**src/rtl/rs_pkg.sv**
```systemverilog
package rs_pkg;

    typedef enum logic [1:0] {
        OP_NONE  = 2'd0,
        OP_FILL  = 2'd1,
        OP_TOUCH = 2'd2
    } rs_op_e;

endpackage

```
**src/rtl/rs_match_find.sv**
```systemverilog
module rs_match_find #(
    parameter int NUM_FRAMES = 3,
    parameter int IDX_W      = (NUM_FRAMES > 1) ? $clog2(NUM_FRAMES) : 1,
    parameter int CNT_W      = $clog2(NUM_FRAMES + 1)
) (
    input  logic             clk,
    input  logic             rst_n,
    input  logic [IDX_W-1:0] entries [NUM_FRAMES],
    input  logic [CNT_W-1:0] count,
    input  logic [IDX_W-1:0] key,
    output logic             found,
    output logic [IDX_W-1:0] pos
);

    logic [NUM_FRAMES-1:0] match;

    for (genvar g = 0; g < NUM_FRAMES; g++) begin : g_cmp
        assign match[g] = (CNT_W'(g) < count) && (entries[g] == key);
    end

    always_comb begin
        pos = '0;
        for (int i = 0; i < NUM_FRAMES; i++) begin
            if (match[i]) pos = IDX_W'(i);
        end
    end

    assign found = |match;

    // Each frame index is stored at most once among valid entries.
    assert_unique_entry_R7: assert property (@(posedge clk) disable iff (!rst_n)
        $onehot0(match));

endmodule

```
**src/rtl/rs_order_queue.sv**
```systemverilog
module rs_order_queue
    import rs_pkg::*;
#(
    parameter int NUM_FRAMES = 3,
    parameter int IDX_W      = (NUM_FRAMES > 1) ? $clog2(NUM_FRAMES) : 1,
    parameter int CNT_W      = $clog2(NUM_FRAMES + 1)
) (
    input  logic             clk,
    input  logic             rst_n,
    input  rs_op_e           op,
    input  logic [IDX_W-1:0] touch_pos,
    output logic [IDX_W-1:0] entries [NUM_FRAMES],
    output logic [CNT_W-1:0] count
);

    localparam logic [CNT_W-1:0] FULL_CNT = CNT_W'(NUM_FRAMES);

    typedef struct {
        logic [IDX_W-1:0] ent [NUM_FRAMES];
        logic [CNT_W-1:0] cnt;
    } queue_t;

    queue_t st_d, st_q;
    logic [IDX_W-1:0] moved;

    always_comb begin
        st_d  = st_q;
        moved = st_q.ent[touch_pos];
        unique case (op)
            OP_FILL: begin
                if (st_q.cnt < FULL_CNT) begin
                    for (int i = 0; i < NUM_FRAMES; i++) begin
                        if (CNT_W'(i) == st_q.cnt) st_d.ent[i] = IDX_W'(i);
                    end
                    st_d.cnt = st_q.cnt + 1'b1;
                end else begin
                    for (int i = 0; i < NUM_FRAMES - 1; i++) begin
                        st_d.ent[i] = st_q.ent[i+1];
                    end
                    st_d.ent[NUM_FRAMES-1] = st_q.ent[0];
                end
            end
            OP_TOUCH: begin
                for (int i = 0; i < NUM_FRAMES - 1; i++) begin
                    if ((IDX_W'(i) >= touch_pos) && (CNT_W'(i + 1) < st_q.cnt)) begin
                        st_d.ent[i] = st_q.ent[i+1];
                    end
                end
                for (int i = 0; i < NUM_FRAMES; i++) begin
                    if (CNT_W'(i + 1) == st_q.cnt) st_d.ent[i] = moved;
                end
            end
            default: ;
        endcase
    end

    always_ff @(posedge clk) begin
        if (!rst_n) begin
            st_q.cnt <= '0;
            for (int i = 0; i < NUM_FRAMES; i++) st_q.ent[i] <= '0;
        end else begin
            st_q <= st_d;
        end
    end

    assign entries = st_q.ent;
    assign count   = st_q.cnt;

    assert_count_bound_R3: assert property (@(posedge clk) disable iff (!rst_n)
        st_q.cnt <= FULL_CNT);

    assert_free_fill_R2: assert property (@(posedge clk) disable iff (!rst_n)
        (op == OP_FILL && st_q.cnt < FULL_CNT) |=> st_q.cnt == $past(st_q.cnt) + 1'b1);

    assert_evict_to_tail_R5: assert property (@(posedge clk) disable iff (!rst_n)
        (op == OP_FILL && st_q.cnt == FULL_CNT)
        |=> (st_q.ent[NUM_FRAMES-1] == $past(st_q.ent[0])) && (st_q.cnt == FULL_CNT));

    assert_full_sticky_R3: assert property (@(posedge clk) disable iff (!rst_n)
        (st_q.cnt == FULL_CNT) |=> (st_q.cnt == FULL_CNT));

endmodule

```
**src/rtl/rs_frame_replacer.sv**
```systemverilog
module rs_frame_replacer
    import rs_pkg::*;
#(
    parameter int NUM_FRAMES = 3,
    parameter int IDX_W      = (NUM_FRAMES > 1) ? $clog2(NUM_FRAMES) : 1
) (
    input  logic             clk,
    input  logic             rst_n,
    input  logic             policy_lru,
    input  logic             hit_valid,
    input  logic [IDX_W-1:0] hit_frame,
    input  logic             fill_valid,
    output logic             free_avail,
    output logic [IDX_W-1:0] victim_frame
);

    localparam int               CNT_W    = $clog2(NUM_FRAMES + 1);
    localparam logic [CNT_W-1:0] FULL_CNT = CNT_W'(NUM_FRAMES);

    logic [IDX_W-1:0] entries [NUM_FRAMES];
    logic [CNT_W-1:0] count;
    logic             found;
    logic [IDX_W-1:0] pos;
    rs_op_e           op;

    rs_match_find #(
        .NUM_FRAMES(NUM_FRAMES),
        .IDX_W     (IDX_W),
        .CNT_W     (CNT_W)
    ) u_find (
        .clk    (clk),
        .rst_n  (rst_n),
        .entries(entries),
        .count  (count),
        .key    (hit_frame),
        .found  (found),
        .pos    (pos)
    );

    // Fill has priority over a colliding hit; FIFO ignores hits.
    always_comb begin
        if (fill_valid)                             op = OP_FILL;
        else if (hit_valid && policy_lru && found)  op = OP_TOUCH;
        else                                        op = OP_NONE;
    end

    rs_order_queue #(
        .NUM_FRAMES(NUM_FRAMES),
        .IDX_W     (IDX_W),
        .CNT_W     (CNT_W)
    ) u_queue (
        .clk      (clk),
        .rst_n    (rst_n),
        .op       (op),
        .touch_pos(pos),
        .entries  (entries),
        .count    (count)
    );

    assign free_avail   = (count < FULL_CNT);
    assign victim_frame = free_avail ? IDX_W'(count) : entries[0];

    assert_fifo_hit_inert_R6: assert property (@(posedge clk) disable iff (!rst_n)
        (hit_valid && !fill_valid && !policy_lru)
        |=> $stable(victim_frame) && $stable(free_avail));

    assert_lru_to_tail_R7: assert property (@(posedge clk) disable iff (!rst_n)
        (hit_valid && !fill_valid && policy_lru && !free_avail && found)
        |=> entries[NUM_FRAMES-1] == $past(hit_frame));

    assert_fill_wins_R8: assert property (@(posedge clk) disable iff (!rst_n)
        (hit_valid && fill_valid && !free_avail)
        |=> entries[NUM_FRAMES-1] == $past(victim_frame));

    assert_stray_hit_R10: assert property (@(posedge clk) disable iff (!rst_n)
        (hit_valid && !fill_valid && !found) |=> $stable(count) && $stable(victim_frame));

endmodule

```
**config.mk**
```make
export PLATFORM = sky130hd
export DESIGN_NAME = rs_frame_replacer
export DESIGN_NICKNAME = d
export VERILOG_FILES = /design/src/rtl/rs_pkg.sv /design/src/rtl/rs_match_find.sv /design/src/rtl/rs_order_queue.sv /design/src/rtl/rs_frame_replacer.sv
export SDC_FILE = /design/constraint.sdc
export NUM_CORES = 1
export LEC_CHECK = 0
export ABC_AREA = 1
export BUFFER_PORTS_ARGS = -buffer_cell sky130_fd_sc_hd__buf_2
export CORE_MARGIN = 5
export CORE_UTILIZATION = 60
export DETAILED_ROUTE_END_ITERATION = 10
export PLACE_DENSITY_LB_ADDON = 0.2
export SLEW_MARGIN = 40
export SYNTH_ARGS = -nofsm -noshare
export SYNTH_HDL_FRONTEND = slang
export SYNTH_HIERARCHICAL = 1
export SYNTH_SLANG_ARGS = --single-unit
export TNS_END_PERCENT = 20
```
**constraint.sdc**
```tcl
create_clock -name clk -period 5.4 [get_ports clk]
set_clock_uncertainty 0.05 [all_clocks]
set_input_delay 1.08 -clock clk [delete_from_list [all_inputs] [get_ports clk]]
set_output_delay 1.08 -clock clk [all_outputs]
set_load 0.1 [all_outputs]
```
# [Word-level counts from Yosys, hierarchy flattened]
# Index checks and enable logic that the tools add are counted.
# W data, S select, Z words.
[totals] output_inout_bits=3 ff_bits=8
[op_classes] n_eq_ne=14 magnitude_cmp=7 muxes=18 bitwise_logic=1 addsub=1 n_reduce_logical=14
[ops] operator="$mux W2" count=14
[ops] operator="$pmux W6 S2" count=1
[ops] operator="$ne A3 B2 Y1 const B" count=3
[ops] operator="$reduce_and A3 Y1" count=3
[ops] operator="$logic_and A1 B1 Y1" count=7
[ops] operator="$eq A2 B2 Y1" count=3
[ops] operator="$mux W6" count=1
[ops] operator="$ne A3 B1 Y1 const B" count=2
[ops] operator="$bmux W2 S2" count=1
[ops] operator="$eq A2 B2 Y1 const A" count=2
[ops] operator="$ge A1 B2 Y1 const A" count=2
[ops] operator="$lt A1 B2 Y1 const A" count=2
[ops] operator="$ge A3 B3 Y1 const B" count=1
[ops] operator="$not A2 Y3" count=1
[ops] operator="$reduce_or A3 Y1" count=1
[ops] operator="$add A2 B1 Y2 const B" count=1
[ops] operator="$eq A1 B2 Y1 const A" count=1
[ops] operator="$eq A2 B1 Y1 const B" count=1
[ops] operator="$eq A2 B2 Y1 const B" count=1
[ops] operator="$logic_not A2 Y1" count=1
[ops] operator="$lt A2 B2 Y1 const A" count=1
[ops] operator="$lt A2 B2 Y1 const B" count=1
[ops] operator="$ne A2 B1 Y1 const B" count=1
[ops] operator="$reduce_and A2 Y1" count=1
[ops] operator="other kinds (2)" count=2

# [Depth between registers and ports, before layout]
# Gate-level depths: netlist (run 1).
[depth] ltp_word=10 mapped_depth=18 ltp_nobuf=18

# [Hierarchy]
# Netlist (run 1), hierarchy kept.
[modules_own_cells] mod="rs_order_queue" instances=1 area_each_um2=670.6 cells_each=108
[modules_own_cells] mod="rs_match_find" instances=1 area_each_um2=168.9 cells_each=32
[modules_own_cells] mod="rs_frame_replacer" instances=1 area_each_um2=51.3 cells_each=13

# [Worst setup path before layout (run 1)]
# OpenSTA, ideal clock, no wires.
[synth_timing] path_type="input port to flip-flop" startpoint="input hit_frame[0]" endpoint="register u_queue.st_q, in the netlist u_queue/entries[1]" slack_ps=2858 setup_ps=109 t_arrival_ps=2383 stages=18 t_required_ps=5241 n_path_buf=0 path_cell_list="inv_2 nand2_1 nand2_1 inv_1 nand3_1 nand3_2 nand2_1 nor2_1 inv_1 ha_1 inv_1 nor2_1 nand2_1 nand3_1 inv_1 nand3_1 nand2_1 inv_1"
[synth_via] elab_cells_between_ends=24 cone_classes="eq/ne: 7; mux: 9; bitwise: 1; reduce/logical: 7"
[synth_rtl] item="start: declaration" line="rs_frame_replacer.sv:11" text="input logic [IDX_W-1:0] hit_frame,"
[synth_rtl] item="$eq A2 B2 Y1" line="rs_match_find.sv:18" text="assign match[g] = (CNT_W'(g) < count) && (entries[g] == key);"
[synth_rtl] item="$logic_and A1 B1 Y1" line="rs_match_find.sv:18"
[synth_rtl] item="$reduce_or A3 Y1 (*)" line="rs_match_find.sv:28" text="assign found = |match;"
[synth_rtl] item="named net found" line="rs_frame_replacer.sv:22" text="logic found;"
[synth_rtl] item="$logic_and A1 B1 Y1 (*)" line="rs_frame_replacer.sv:43" text="else if (hit_valid && policy_lru && found) op = OP_TOUCH;"
[synth_rtl] item="$mux W2 (*)" line="rs_frame_replacer.sv:43"
[synth_rtl] item="$mux W2 (*)" line="rs_frame_replacer.sv:42" text="if (fill_valid) op = OP_FILL;"
[synth_rtl] item="named net op[1]" line="rs_frame_replacer.sv:24" text="rs_op_e op;"
[synth_rtl] item="$eq A2 B1 Y1 / $eq A2 B2 Y1 (equally long branches)" line="rs_order_queue.sv:29" text="unique case (op)"
[synth_rtl] item="$ne A3 B2 Y1 (no line), or another cell as far along"
[synth_rtl] item="$reduce_and A3 Y1 (no line)"
[synth_rtl] item="end signal: assignment" line="rs_order_queue.sv:62" text="st_q <= st_d;"
[synth_rtl] item="end: declaration" line="rs_order_queue.sv:23" text="queue_t st_d, st_q;"
# Mark *: on every way through the listed nets, which the timed path passes. The rest lies on a longest branch. The select of a mux whose other input is x is not followed.
# A chain may end at the register's enable or synchronous reset.

# [Worst setup path after layout (run 1)]
[layout_timing] startpoint="input hit_frame[0]" endpoint="register u_queue.st_q, in the netlist u_queue/entries[5]"
[layout_via] elab_cells_between_ends=26 cone_classes="order compare: 1; eq/ne: 7; mux: 9; bitwise: 1; reduce/logical: 8"
[layout_rtl] item="$eq A2 B2 Y1" line="rs_match_find.sv:18"
[layout_rtl] item="$logic_and A1 B1 Y1" line="rs_match_find.sv:18"
[layout_rtl] item="$reduce_or A3 Y1 (*)" line="rs_match_find.sv:28"
[layout_rtl] item="named net found" line="rs_frame_replacer.sv:22"
[layout_rtl] item="$logic_and A1 B1 Y1 (*)" line="rs_frame_replacer.sv:43"
[layout_rtl] item="$mux W2 (*)" line="rs_frame_replacer.sv:43"
[layout_rtl] item="$mux W2 (*)" line="rs_frame_replacer.sv:42"
[layout_rtl] item="named net op[1]" line="rs_frame_replacer.sv:24"
[layout_rtl] item="$eq A2 B2 Y1 / $eq A2 B1 Y1 (equally long branches)" line="rs_order_queue.sv:29"
[layout_rtl] item="$ne A3 B1 Y1 (no line), or another cell as far along"
[layout_rtl] item="$reduce_and A3 Y1 (no line)"
# Marked as above.

==> flow_metrics.py, run 1 <==
metrics = {
    "synthesis": {
        "synth_top_family_by_area": "simple AND/OR/NAND/NOR gates",
        "netlist_top_cells_area": "nand2_1, dfxtp_1, inv_1, ha_1, nand3_1",
        "synth-main-ff-cell": "dfxtp_1",
        "synth_compound_area_share_pct": 14.2,
        "synth_cell_types": 24,
        "synthMuxAreaShare_pct": 0,
        "ys_async_sr_fraction_pct": 0,
        "avgSynthCellArea_um2": 5.82,
        "synth_area_um2": 891,
        "synth_fa_ha_area_share_pct": 8.43,
        "yosys.area.top_type": "nand2_1",
        "yosysSeqAreaShare_pct": 18.0,
        "synth_simple_gate_area_share_pct": 46.3,
        "ys_seq_elements": 8,
        "synthTopCellsByCount": "nand2_1, inv_1, nor2_1, nand3_1",
        "yosysMostFrequentCell": "nand2_1",
        "synthCells": 153,
        "synth_xor_xnor_area_share_pct": 0,
        "yosys_warnings": 6,
        "synth_nets": 166,
        "netlist.area_leader.share_pct": 22.3,
        "synth_edf_count": 0,
    },
    "floorplan": {
        "rows": 14,
        "core_area_um2": 1450,
        "io_pins": 10,
        "die_h_um": 48.5,
        "start_util_pct": 61.3,
        "dieWidth_um": 48.5,
        "die_area_um2": 2360,
    },
    "placement": {
        "dp_hpwl_um": 1760,
        "gp_congestion": 0.913,
        "place_ws_ps": 2480,
        "port_buffers": 9,
        "place_inst": 178,
    },
    "power": {
        "ir_drop_mv": 0.188,
        "cellPowerDensity_nw_per_um2": 209,
        "p_leak_uw": 0.000504,
    },
    "timing": {
        "finalSetupTns_ps": 0,
        "hold_viol_final": 0,
        "worst_pin_slew_ps": 485,
        "fmaxAchievable_mhz": 373,
        "period_share_pct": 49.7,
        "setup_viol": 0,
        "finalWorstSetupSlack_ps": 2720,
        "rsz0062_at_grt": "no",
        "min_period_ps": 2680,
        "final-max-slew-violation-count": 0,
        "slew-limit-headroom_pct": 67.9,
    },
    "layout": {
        "nNetsFinal": 180,
        "multi_input_area_um2": 614,
        "syn2layout_area_growth_pct": 9.83,
        "n_antenna_cell": 0,
        "drive_gt1_share_pct": 17.0,
        "regArea_um2": 160,
        "n_fill_cell": 155,
        "fin_util_pct": 67.3,
        "instances_no_fill": 181,
    },
    "clocking": {
        "cts-buffers-inserted": 3,
        "cts-root-buf": "clkbuf_4",
        "cts_buffer_depth": 2,
        "htree_levels": 1,
        "ctsHoldBuffers": 0,
        "insertion_delay_ps": 260,
        "post_cts_buffers": 0,
        "clock_sinks": 8,
        "path_clk_slew_ps": 50,
        "cts_resized": 0,
        "cts_tree": "yes",
    },
    "worst_setup_path": {
        "crit_type": "input pin to flop",
        "reg2reg_from": "u_queue/count[1]",
        "cp.required_ps": 5500,
        "r2r_slack_ps": 3000,
        "r2r_cells": 14,
        "crit_path_end_kind": "flop",
        "start_kind": "input pin",
        "r2r-end": "u_queue/entries[5]",
        "cpPeakStageDelay_ps": 300,
        "crit_top_cell": "nand2_1",
        "arrival_ps": 2780,
        "worstPathMaxFanout": 9,
        "slowest_stage": "ha_1",
        "worstPathCellList": "buf_2 > inv_2 > nand2_1 > nand2_1 > inv_1 > nand3_1 > nand3_2 > nand2_1 > nor2_1 > ha_1 > inv_2 > a21oi_1 > nand2_1 > nand2_1 > nand2_1 > nand2_1 > nor2_1",
    },
    "drt": {
        "routed_wl_um": 2120,
        "wl_per_cell_um": 11.7,
        "via_per_inst": 5.33,
        "drcViolationCount": 0,
        "dr_total_vias": 965,
        "antenna_left": 0,
        "first_iter_violations": 20,
        "firstDrtPassIters": 4,
    },
    "global_routing": {
        "track_usage_pct": 19.0,
        "grt_overflow": 0,
        "antenna_found_initial": 0,
        "grt_pass1_vias": 899,
        "grt_max_degree": 15,
        "grt_pass1_wl_um": 3600,
    },
    "min_path": {
        "min_path_cells": 2,
        "hold_path.class": "flop to flop",
        "min_from": "u_queue/entries[4]",
        "whs_endpoint": "u_queue/entries[0]",
    },
    "flow_run": {
        "maxCapViolCount": 0,
    },
    "run_status": {
        "outcome": "finished clean",
    },
}
flip-flops by register name (all words and copies together), names as in the netlist:
name and cells:
u_queue/entries 6, u_queue/count 2
cell usage in the layout, fill, tap and decap left out:
cell and n:
nand2_2 1, nand4_1 2, a21oi_2 3, nand3_2 2, a21boi_1 1, nor2_2 2, a31oi_1 1, buf_2 9
nand3_4 1, nand2_1 53, nor3_1 1, a21oi_4 1, nor2_4 1, clkbuf_4 3, o211ai_2 1, a21oi_1 8
nor2_1 13, nand3_1 12, nor2b_4 1, dfxtp_1 8, or2_0 1, inv_1 28, a211oi_1 1, inv_2 3
o21ai_0 2, ha_1 6
report_power, final:
part | total, uW | switching, uW | internal, uW | leakage (uW)
sequential | 76.2 | 11.0 | 65.2 | 0.0000662
combinational | 81.8 | 56.3 | 25.5 | 0.000424
clock | 46.1 | 20.7 | 25.4 | 0.0000138
total | 204 | 87.9 | 116 | 0.000504
final cells by class:
cell class                 instances  area share, %
tap                               16           2.05
sequential                         8           16.4
inverter                          31           11.9
timing repair buffer               9           4.60
multi-input combinational        114           62.8
clock buffer                       3           2.30
routing by layer:
metal | global-route usage, % | vias to the layer above | share of wire, %
met5 | 0 | - | 0
met4 | 13.5 | 0 | 3.2
met3 | 2.76 | 6 | 4.5
met2 | 34.1 | 23 | 52
met1 | 19.7 | 431 | 40
li1 | - | 505 | -
logic make-up after synthesis:
| group | count (synthesis) |
|---|---|
| buf+inv | 31 |
| fa+ha+maj | 6 |
| compound gates | 18 |
| simple gates | 90 |
| flops | 8 |
metrics by stage:
| stage | hold WS (ps) | total power [uW] | instance area (um^2) |
|---|---|---|---|
| floorplan | 462 | 140 | 891 |
| global placement | 525 | 156 | 956 |
| detailed placement | 521 | 159 | 956 |
| CTS | 528 | 206 | 978 |
| global route | 565 | 221 | 978 |
| finish | 522 | 204 | 978 |
worst max-delay path: cells and delay by family:
family	cells	cell delay (ps)
and+or+nand+nor	11	880
buffers and inverters	4	340
adders and majority gates	1	300
AOI/OAI and AO/OA	1	160
worst max path at each step:
stage	from	endpoint	slack, ps	cells after the start
after CTS	hit_frame[0]	u_queue/entries[1]	2730	19
after detailed placement	hit_frame[0]	u_queue/entries[1]	2480	19
after floorplan	hit_frame[0]	u_queue/entries[1]	2860	18
final	hit_frame[0]	u_queue/entries[5]	2720	17
after global routing	hit_frame[0]	u_queue/entries[5]	2550	17
after global placement	hit_frame[0]	u_queue/entries[1]	2590	19
Note: power is estimated with default switching activity, not from simulation.
==> run 2: changes to the inputs <==
--- a/config.mk
+++ b/config.mk
@@ -5,10 +5,10 @@
 export SDC_FILE = /design/constraint.sdc
 export NUM_CORES = 1
 export LEC_CHECK = 0
-export ABC_AREA = 1
+export ABC_AREA = 0
 export BUFFER_PORTS_ARGS = -buffer_cell sky130_fd_sc_hd__buf_2
 export CORE_MARGIN = 5
-export CORE_UTILIZATION = 60
+export CORE_UTILIZATION = 55
 export DETAILED_ROUTE_END_ITERATION = 10
 export PLACE_DENSITY_LB_ADDON = 0.2
 export SLEW_MARGIN = 40
==> constraint.sdc (replaced) <==
create_clock -name clk -period 2.54 [get_ports clk]
set_clock_uncertainty 0.05 [all_clocks]
set_input_delay 0.508 -clock clk [delete_from_list [all_inputs] [get_ports clk]]
set_output_delay 0.508 -clock clk [all_outputs]
set_load 0.1 [all_outputs]
==> run 2 against run 1 <==
Net effect: via count shrank 24%; critical path depth is 6 lower; global-route usage up 0.21 points; worst setup slack worse by 2500 ps; sequential share of layout area rose by 1.7 points; wire length fell by 16%; count of clock-buffer cells in the layout unchanged; register-to-register slack got worse by 2800 ps; clock power up 110%; utilization rose by 1.2 points; combinational power up 140%.
==> flow_metrics.py, run 2 <==
metrics = {
    "run_status": {
        "outcome": "finished clean",
    },
    "synthesis": {
        "synthTopCellsByCount": "inv_1, dfxtp_1, o211ai_1, o21ai_0",
        "ys_async_sr_fraction_pct": 0,
        "synth_edf_count": 0,
        "synth_simple_gate_area_share_pct": 17.2,
        "synth_nets": 101,
        "avgSynthCellArea_um2": 8.69,
        "synth_compound_area_share_pct": 32.4,
        "yosys_warnings": 6,
        "synth_top_family_by_area": "compound AO/OA/AOI/OAI gates",
        "netlist_top_cells_area": "dfxtp_1, ha_1, o211ai_1, xnor2_1, o21ai_0",
        "synth_xor_xnor_area_share_pct": 8.02,
        "yosys.area.top_type": "dfxtp_1",
        "synth_cell_types": 31,
        "synthCells": 88,
        "synth_area_um2": 764,
        "yosysMostFrequentCell": "inv_1",
        "netlist.area_leader.share_pct": 20.9,
        "synth_fa_ha_area_share_pct": 9.82,
        "ys_seq_elements": 8,
        "synthMuxAreaShare_pct": 3.93,
        "synth-main-ff-cell": "dfxtp_1",
        "yosysSeqAreaShare_pct": 20.9,
    },
    "worst_setup_path": {
        "path_delay_family": "simple AND/OR/NAND/NOR gates",
        "crit_path_end_kind": "flop",
        "start_kind": "input pin",
        "worstPathMaxFanout": 4,
        "r2r_slack_ps": 210,
        "arrival_ps": 2500,
        "cpPeakStageDelay_ps": 370,
        "crit_start": "hit_frame[0]",
        "slowest_stage": "a221oi_2",
        "r2r-end": "u_queue/entries[3]",
        "cp.required_ps": 2670,
        "path_buf_inv": 2,
        "endpoint": "u_queue/entries[3]",
        "crit_cells": 11,
        "reg2reg_from": "u_queue/entries[0]",
        "worstPathCellList": "buf_2 > xor2_1 > nor3_2 > nand3b_1 > and4b_1 > inv_1 > ha_1 > nor2b_1 > a221oi_2 > o21ai_0 > a31oi_1",
        "crit_type": "input pin to flop",
        "r2r_cells": 10,
    },
    "global_routing": {
        "grt_pass1_vias": 650,
        "grt_max_degree": 10,
        "track_usage_pct": 19.2,
        "antenna_found_initial": 0,
        "grt_overflow": 0,
        "grt_pass1_wl_um": 2960,
    },
    "floorplan": {
        "die_area_um2": 2240,
        "dieWidth_um": 47.3,
        "die_h_um": 47.3,
        "rows": 13,
        "start_util_pct": 58.7,
        "core_area_um2": 1300,
        "io_pins": 10,
    },
    "timing": {
        "final-max-slew-violation-count": 0,
        "hold_viol_final": 0,
        "period_share_pct": 93.3,
        "setup_viol": 0,
        "rsz0062_at_grt": "no",
        "whs_ps": 502,
        "min_period_ps": 2370,
        "slew-limit-headroom_pct": 67.9,
        "fmaxAchievable_mhz": 422,
        "finalSetupTns_ps": 0,
        "worst_pin_slew_ps": 485,
    },
    "min_path": {
        "hold_path.class": "flop to flop",
    },
    "flow_run": {
        "maxCapViolCount": 0,
    },
    "placement": {
        "place_inst": 118,
        "port_buffers": 9,
        "gp_congestion": 0.867,
        "dp_hpwl_um": 1350,
    },
    "layout": {
        "syn2layout_area_growth_pct": 16.5,
        "drive_gt1_share_pct": 26.4,
        "final_cell_mix": "inv_1, buf_2, buf_4, o211ai_1",
        "n_fill_cell": 118,
        "n_antenna_cell": 0,
        "largest_register_ffs": 6,
        "nNetsFinal": 121,
        "instances_no_fill": 121,
    },
    "clocking": {
        "cts_tree": "yes",
        "clock_sinks": 8,
        "cts-root-buf": "clkbuf_4",
        "ctsHoldBuffers": 0,
        "path_clk_slew_ps": 60,
        "cts-buffers-inserted": 3,
        "cts_buffer_depth": 2,
        "htree_levels": 1,
        "cts_resized": 0,
        "insertion_delay_ps": 250,
        "post_cts_buffers": 0,
    },
    "power": {
        "p_leak_uw": 0.000371,
        "cellPowerDensity_nw_per_um2": 515,
        "ir_drop_mv": 0.229,
        "power_uw": 459,
    },
    "drt": {
        "wl_per_cell_um": 14.8,
        "first_iter_violations": 29,
        "via_per_inst": 6.02,
        "dr_total_vias": 729,
        "drcViolationCount": 0,
        "antenna_left": 0,
        "routed_wl_um": 1790,
        "firstDrtPassIters": 4,
    },
}
run 2: report_power, final:
group          leakage (uW)  internal [uW]  total (uW)  switching (uW)
Combinational      0.000291           79.0         197             118
Clock             0.0000138           54.0        96.7            42.7
Sequential        0.0000665            142         164            22.6
run 2: stage by stage:
step           util (%)  cell area [um^2]  setup WS (ps)
6_report           68.5               891            171
4_1_cts            68.4               890            191
2_1_floorplan         -               768           21.0
3_5_place_dp       66.6               867          -45.0
3_3_place_gp       66.6               867           5.38
5_1_grt            68.5               891           24.5
run 2: routing by layer:
layer / track usage (%) / share of wire, %
met5: 0 / 0
met1: 24.4 / 45
met4: 9.94 / 2.3
met2: 29.9 / 47
met3: 4.60 / 5.4
run 2: layout make-up:
| type | instances | area, um^2 | share of cell area [%] |
|---|---|---|---|
| sequential | 8 | 161 | 18.1 |
| clock buffer | 3 | 22.5 | 2.53 |
| inverter | 9 | 33.8 | 3.79 |
| multi-input combinational | 69 | 549 | 61.7 |
| timing repair buffer | 17 | 105 | 11.8 |
| tap | 15 | 18.8 | 2.11 |
run 2: cell families after synthesis:
family / Yosys count
AO/OA/AOI/OAI: 32
XOR/XNOR: 7
adder cells (fa/ha/maj): 6
buffers and inverters: 11
flip-flops: 8
multiplexers: 3
AND/OR/NAND/NOR: 21
run 2: worst min path at each step:
stage / from / endpoint / depth (start not counted)
finish: u_queue/entries[2] / u_queue/entries[4] / 2
global route: rst_n / u_queue/entries[0] / 2
CTS: rst_n / u_queue/entries[1] / 2
detailed placement: u_queue/entries[2] / u_queue/entries[4] / 2
global placement: u_queue/entries[3] / u_queue/entries[5] / 2
floorplan: u_queue/entries[1] / u_queue/entries[3] / 2
run 2: worst register-to-register path: cells and delay by family, from the launching register on:
family / cells / cell delay (ps)
compound gates: 3 / 640
xor+xnor: 1 / 160
fa+ha+maj: 1 / 220
buf+inv: 1 / 50
flops: 1 / 350
simple gates: 4 / 780
